==> config.mk <==
export PLATFORM = sky130hd
export DESIGN_NAME = rm_addr_gen
export DESIGN_NICKNAME = d
export VERILOG_FILES = /design/src/rtl/rm_addr_pkg.sv /design/src/rtl/rm_addr_ctl.sv /design/src/rtl/rm_addr_dp.sv /design/src/rtl/rm_addr_gen.sv
export SDC_FILE = /design/constraint.sdc
export NUM_CORES = 1
export LEC_CHECK = 0
export BUFFER_PORTS_ARGS = -buffer_cell sky130_fd_sc_hd__clkbuf_2
export CORE_MARGIN = 2
export CORE_UTILIZATION = 40
export CTS_CLUSTER_SIZE = 16
export DETAILED_ROUTE_END_ITERATION = 10
export GPL_ROUTABILITY_DRIVEN = 1
export HOLD_SLACK_MARGIN = 0.03
export MAX_ROUTING_LAYER = met4
export PLACE_DENSITY = 0.82
export SKIP_CTS_REPAIR_TIMING = 1
export SKIP_LAST_GASP = 1
export SLEW_MARGIN = 40
export SYNTH_ARGS = -nofsm -noshare
export SYNTH_HDL_FRONTEND = slang
export SYNTH_SLANG_ARGS = --single-unit
==> constraint.sdc <==
create_clock -name clk -period 1.9 [get_ports clk]
set_input_delay 0 -clock clk [delete_from_list [all_inputs] [get_ports clk]]
set_output_delay 0 -clock clk [all_outputs]
set_load 0.1 [all_outputs]
==> src/rtl/rm_addr_pkg.sv <==
package rm_addr_pkg;
  localparam int VEC_W = 8;
  localparam logic [VEC_W-1:0] VEC_STACK = 8'd12;
  localparam logic [VEC_W-1:0] VEC_GP    = 8'd13;

  typedef enum logic [1:0] {
    SZ_BYTE  = 2'd0,
    SZ_WORD  = 2'd1,
    SZ_DWORD = 2'd2,
    SZ_WIDE  = 2'd3
  } op_size_e;

  // strobes from control to datapath
  typedef struct packed {
    logic             loadAddr;
    logic             raiseFault;
    logic [VEC_W-1:0] vec;
  } addr_strobe_t;
endpackage

==> src/rtl/rm_addr_ctl.sv <==
module rm_addr_ctl
  import rm_addr_pkg::*;
#(
  parameter int EA_W  = 32,
  parameter int OFF_W = 16
) (
  input  logic            reqValid,
  input  logic [EA_W-1:0] effAddr,
  input  logic [1:0]      opSize,
  input  logic            isStack,
  input  logic            isFetch,
  output addr_strobe_t    strobe
);
  logic [OFF_W:0] lastByte;
  logic [2:0]     sizeM1;
  logic           eaHigh;
  logic           crossTop;
  logic           anyFault;

  // length minus one, from the size code
  always_comb begin
    unique case (op_size_e'(opSize))
      SZ_BYTE:  sizeM1 = 3'd0;
      SZ_WORD:  sizeM1 = 3'd1;
      default:  sizeM1 = 3'd3;
    endcase
  end

  generate
    if (EA_W > OFF_W) begin : g_wide
      assign eaHigh = |effAddr[EA_W-1:OFF_W];
    end else begin : g_narrow
      assign eaHigh = 1'b0;
    end
  endgenerate

  assign lastByte = {1'b0, effAddr[OFF_W-1:0]} + {{(OFF_W-2){1'b0}}, sizeM1};
  assign crossTop = lastByte[OFF_W];
  assign anyFault = eaHigh | crossTop;

  always_comb begin
    strobe.loadAddr   = reqValid & ~anyFault;
    strobe.raiseFault = reqValid & anyFault;
    if (isFetch)      strobe.vec = VEC_GP;
    else if (isStack) strobe.vec = VEC_STACK;
    else              strobe.vec = VEC_GP;
  end
endmodule

==> src/rtl/rm_addr_dp.sv <==
module rm_addr_dp
  import rm_addr_pkg::*;
#(
  parameter int SEG_W = 16,
  parameter int OFF_W = 16,
  parameter int SHIFT = 4,
  localparam int LIN_W = SEG_W + SHIFT + 1
) (
  input  logic              clk,
  input  logic              rstN,
  input  logic [SEG_W-1:0]  segVal,
  input  logic [OFF_W-1:0]  offset,
  input  addr_strobe_t      strobe,
  output logic [LIN_W-1:0]  linAddr,
  output logic              accValid,
  output logic              faultValid,
  output logic [VEC_W-1:0]  faultVec
);
  logic [LIN_W-1:0] baseExt;
  logic [LIN_W-1:0] offExt;
  logic [LIN_W-1:0] sum;

  assign baseExt = {1'b0, segVal, {SHIFT{1'b0}}};
  assign offExt  = {{(LIN_W-OFF_W){1'b0}}, offset};
  assign sum     = baseExt + offExt;

  always_ff @(posedge clk) begin
    if (!rstN) begin
      linAddr    <= '0;
      accValid   <= 1'b0;
      faultValid <= 1'b0;
      faultVec   <= '0;
    end else begin
      accValid   <= strobe.loadAddr;
      faultValid <= strobe.raiseFault;
      if (strobe.loadAddr)   linAddr  <= sum;
      if (strobe.raiseFault) faultVec <= strobe.vec;
    end
  end


  excl_strobe_chk: assert property (@(posedge clk) disable iff (!rstN)
    !(accValid && faultValid));


  hold_on_fault_chk: assert property (@(posedge clk) disable iff (!rstN)
    faultValid |-> $stable(linAddr));
endmodule

==> src/rtl/rm_addr_gen.sv <==
module rm_addr_gen
  import rm_addr_pkg::*;
#(
  parameter int SEG_W = 16,
  parameter int EA_W  = 32,
  parameter int OFF_W = 16,
  parameter int SHIFT = 4,
  localparam int LIN_W = SEG_W + SHIFT + 1
) (
  input  logic             clk,
  input  logic             rstN,
  input  logic             reqValid,
  input  logic [SEG_W-1:0] segVal,
  input  logic [EA_W-1:0]  effAddr,
  input  logic [1:0]       opSize,
  input  logic             isStack,
  input  logic             isFetch,
  output logic [LIN_W-1:0] linAddr,
  output logic             accValid,
  output logic             faultValid,
  output logic [7:0]       faultVec
);
  addr_strobe_t strobe;

  rm_addr_ctl #(.EA_W(EA_W), .OFF_W(OFF_W)) u_ctl (
    .reqValid(reqValid), .effAddr(effAddr), .opSize(opSize),
    .isStack(isStack), .isFetch(isFetch), .strobe(strobe)
  );

  rm_addr_dp #(.SEG_W(SEG_W), .OFF_W(OFF_W), .SHIFT(SHIFT)) u_dp (
    .clk(clk), .rstN(rstN), .segVal(segVal), .offset(effAddr[OFF_W-1:0]),
    .strobe(strobe), .linAddr(linAddr), .accValid(accValid),
    .faultValid(faultValid), .faultVec(faultVec)
  );

  logic [LIN_W-1:0] refLin;
  assign refLin = {1'b0, segVal, {SHIFT{1'b0}}} + {{(LIN_W-OFF_W){1'b0}}, effAddr[OFF_W-1:0]};


  one_cycle_chk: assert property (@(posedge clk) disable iff (!rstN)
    (accValid || faultValid) |-> $past(reqValid));


  lin_sum_chk: assert property (@(posedge clk) disable iff (!rstN)
    accValid |-> (linAddr == $past(refLin)));


  fetch_vec_chk: assert property (@(posedge clk) disable iff (!rstN)
    (faultValid && $past(isFetch)) |-> (faultVec == VEC_GP));


  high_ea_chk: assert property (@(posedge clk) disable iff (!rstN)
    (reqValid && (effAddr[EA_W-1:OFF_W] != '0)) |=> (faultValid && !accValid));
endmodule

After elaboration in Yosys (flattened, before gate mapping):

Cells that the tools add are included.

* equal/unequal tests: 1
* bitwise gates (word level): 4
* reductions and logical operators: 2
* multiplexer cells: 3
* add/sub/neg operators: 2

Operators by type and width (number)
* $add A20 B16 Y21: 1
* $add A16 B2 Y17: 1
* $reduce_or A16 Y1: 1
* $mux W8: 1
* $pmux W2 S2: 1
* $and A1 B1 Y1: 2
* $eq A2 B1 Y1 const B: 1
* $logic_not A2 Y1: 1
* $mux W1: 1
* $not A1 Y1: 1
* $or A1 B1 Y1: 1

* input bits: 55
* logic and storage cells: 16
* output and inout port bits: 31
* register bits after elaboration: 31

Longest topological paths before layout:

* word-level depth: 6
* mapped depth: 7
* depth with buffers taken out: 7

Modules after synthesis:

A second synthesis with hierarchy kept.

* cells, all modules: 216
* area, all modules: 1954.4 sq um

By module, submodules not included
* rm_addr_dp: instances 1, seq. area each 620.6 sq um, cells an instance 187, area each 1746.7 sq um
* rm_addr_ctl: instances 1, seq. area each 0.0 sq um, cells an instance 29, area each 207.7 sq um

Worst setup path before layout:

Ideal clock, no wire load.

* path kind: input port to flip-flop
* start: input segVal[0]
* end: register u_dp.linAddr[18]
* data required time: 1.751 ns
* slack: 0.119 ns
* path buffers: 0
* arrival: 1.632 ns
* setup time: 0.149 ns
* stages on the path: 7
* cell sequence: ha_1 fa_1 a211oi_1 o211ai_1 a311oi_1 or3_1 a31oi_1

* longest elaborated chain between the ends: 1

RTL lines
* start: declaration: RTL line rm_addr_gen.sv:13 `input logic [SEG_W-1:0] segVal,`
* $add A20 B16 Y21
* end signal: assignment: RTL line rm_addr_dp.sv:36 `if (strobe.loadAddr) linAddr <= sum;`
* end: declaration: RTL line rm_addr_dp.sv:14 `output logic [LIN_W-1:0] linAddr,`

Every way passes these cells.
A chain may end at the register's enable or synchronous reset.

Worst setup path in the final report:

* start: input effAddr[0]
* end: register u_dp.linAddr[8]

* longest elaborated chain between the ends: 4
* elaborated cells on any way between the ends: 5
* those cells by class: 2 x add/sub; 3 x bitwise

RTL lines
* start: declaration: RTL line rm_addr_gen.sv:14 `input logic [EA_W-1:0] effAddr,`
* $add A16 B2 Y17: RTL line rm_addr_ctl.sv:37 `assign lastByte = {1'b0, effAddr[OFF_W-1:0]} + {{(OFF_W-2){1'b0}}, sizeM1};`
* $or A1 B1 Y1: RTL line rm_addr_ctl.sv:39 `assign anyFault = eaHigh | crossTop;`
* $not A1 Y1: RTL line rm_addr_ctl.sv:42 `strobe.loadAddr = reqValid & ~anyFault;`
* $and A1 B1 Y1: RTL line rm_addr_ctl.sv:42

Several ways; a longest one is shown, not always the timed one.

==> reports/qor.csv <==
metric,value,unit
number of sinks driven by the clock tree,25,
# DRC,0,
share of the synthesized area in the top cell type,28.5,%
die area,4940,sq um
DRT Wirelength,5.17,mm
via count of the first global-routing pass,1862,
area inside the core boundary,4290,sq um
Pre-antenna DRT Iters,5,
max-capacitance violation count,0,
pre-CTS setup slack,-0.0623,ns
path class of the lowest-slack min-delay path,in -> reg,
DR vias/cell,5.46,
post-synthesis cell count,219,
count of flip-flops with a built-in enable after synthesis,0,
# nets final,387,
Num CTS Buffers,3,
"leading cell type in the layout, fill and taps excluded",clkbuf_2,
# rows,24,
root buffer cell,clkbuf_8,
count of port buffers added during placement,80,
Leakage Power,1.11,nW
detailed-placement wirelength estimate,4.14,mm
Pwr Density,543,nW/um^2
share of the cycle needed by the critical path after routing,96.7,%
area of the multi-input gates,1160,sq um
later-pin clock latency in the skew report,0.27,ns
number of ports placed on the die boundary,86,
"Remaining Overflow, GRT",0,
sequential cell area in the final layout,500,sq um
headroom to the max-slew limit,59.9,%
Worst Tran Pin Value,0.586,ns
Layout Area Growth over Synthesis,36.3,%
number of antenna violations at the first check in global routing,0,
maximum number of pins on one net before global-route repair,16,
met2 track demand over resource in global routing,35.2,%
gr busiest metal,met2,
maximum root-to-sink buffer count,2,
Synth Warn #,0,
met3 track demand over resource,2.74,%
status,completed,
area of the mapped netlist,1760,sq um
initial standard-cell utilization of the core,40.9,%
final antenna diode count,0,
fraction of the yosys area taken by sequential cells,28.5,%
commonest register cell after synthesis,dfxtp_1,
depth of the worst hold-timing path,3,
Post-Route Utilization,55.8,%
share of flip-flops with an asynchronous set or reset after synthesis,0,%
Final Worst Setup Slack,0.0633,ns
share of cells above drive strength 1,34.1,%
FF-to-FF path depth,2,
detail-routed net length per standard cell,14.0,microns
fill cell total of the finished layout,425,
wire length of the first global-routing pass,8.32,mm
most used cells in the layout excluding fill and tap cells,"clkbuf_2 (80), nand2_1 (32), a21oi_1 (26)",
critical path data arrival time,2.05,ns
crit path max fanout,10,
"Reg clk slew, reported paths",0.09,ns
count of final hold-check violations,0,
total number of vias,2015,
Worst Path Required,2.11,ns
Synth Area per Inst,8.03,sq um
critical path class,in -> reg,
"Setup violations, final",0,
count of routing violations after the opening detailed-route iteration,88,
overall track demand over capacity in global routing,21.0,%
Final Slew Violations,0,
die width,70.3,microns
time the final worst path needs with I/O delays and setup,1.84,ns
routability-driven placement congestion ratio,0.915,
maximum achievable frequency,544,MHz
Worst Setup End Kind,flop,
category of the worst setup path launch point,primary input,
largest area contributor in the netlist,dfxtp_1,
setup TNS after final layout,0,ns
Cell variety after synth,47,
remaining antenna violation count after routing,0,
Clock Skews,0,ns
vertical die dimension,70.3,microns
"top cells by area, synth","dfxtp_1 (28%), ha_1 (9.3%), a21oi_1 (7.4%)",
global routing met1 resource utilization,26.5,%
# H-tree levels,1,
CTS tree,done,
maximum vdd drop,0.000256,V
total of flip-flops plus latches after synthesis,25,
-- final timing paths --
path	startpoint	to	slack (ns)
min reg2reg	u_dp.linAddr[9]	u_dp.linAddr[9]	0.46
max	effAddr[0]	u_dp.linAddr[8]	0.06
min	reqValid	u_dp.faultVec[0]	0.01
max reg2reg	u_dp.linAddr[19]	u_dp.linAddr[19]	1.16
-- stage by stage --
step | hold slack (ns) | total power, mW | area, sq um | std cells
after floorplan | 0.116 | 0.824 | 1770 | 223
after global placement | 0.206 | 0.954 | 2280 | 358
after detailed placement | 0.211 | 0.960 | 2280 | 358
after CTS | -0.0892 | 1.29 | 2330 | 362
after global routing | 0.0449 | 1.38 | 2400 | 369
final | 0.0149 | 1.30 | 2400 | 369
-- cells by family (layout without fill, tap and decap cells) --
logic type	after synthesis	after routing	share of synthesized area, %
simple gates	73	73	21.5
other cells	1	5	0.213
compound gates	80	80	30.6
flops	25	25	28.5
xor+xnor	5	5	2.49
buf+inv	21	115	6.33
fa+ha+maj	14	14	10.4
-- cell type report --
| class | instances | area share (%) |
|---|---|---|
| inverters | 8 | 1.25 |
| clock inverters | 1 | 0.313 |
| well taps | 52 | 2.72 |
| flip-flops and latches | 25 | 20.9 |
| multi-input cells | 177 | 48.5 |
| repair buffers | 103 | 24.6 |
| clock buffers | 3 | 1.72 |
-- state kept, by name, summed over array words and instances (netlist names) --
register,count
u_dp.accValid,1
u_dp.linAddr,21
u_dp.faultValid,1
u_dp.faultVec,2
-- report_power, final --
part / internal [mW] / leakage, nW / total, mW / switching (mW)
logic: 0.167 / 0.882 / 0.436 / 0.269
clock network: 0.149 / 0.0217 / 0.335 / 0.186
registers: 0.528 / 0.202 / 0.530 / 0.00201
-- layer usage --
metal	wire (microns)	up-vias
met2	2570	72
met5	0	-
met4	65	0
met1	2250	928
met3	277	8
li1	-	1007
-- cell usage after synthesis (2+ instances only) --
library cell and count:
a21o_1 7, and3_1 2, ha_1 13, xor2_1 2
a311oi_1 4, a21oi_1 26, o211ai_1 6, clkbuf_1 4
xnor2_1 3, a31oi_1 2, nand2_1 32, inv_1 8
nor4_2 4, nand4_1 4, a211o_1 3, a211oi_1 5
nor2_1 9, buf_4 6, o21ai_0 14, or3_1 2
nor3_1 4, a2111o_1 2, nand3_1 6, a2111oi_0 2
and2_1 2, buf_2 2, dfxtp_1 25
-- worst max-delay path: stages --
cell and delay [ns]:
dlygate4sd3_1 0.55, clkbuf_2 0.13, o211ai_1 0.08, a211oi_1 0.15, buf_4 0.17, a211oi_2 0.46, buf_4 0.27, nand2_1 0.07
a21oi_1 0.15
Note: power is estimated with default switching activity, not from simulation.
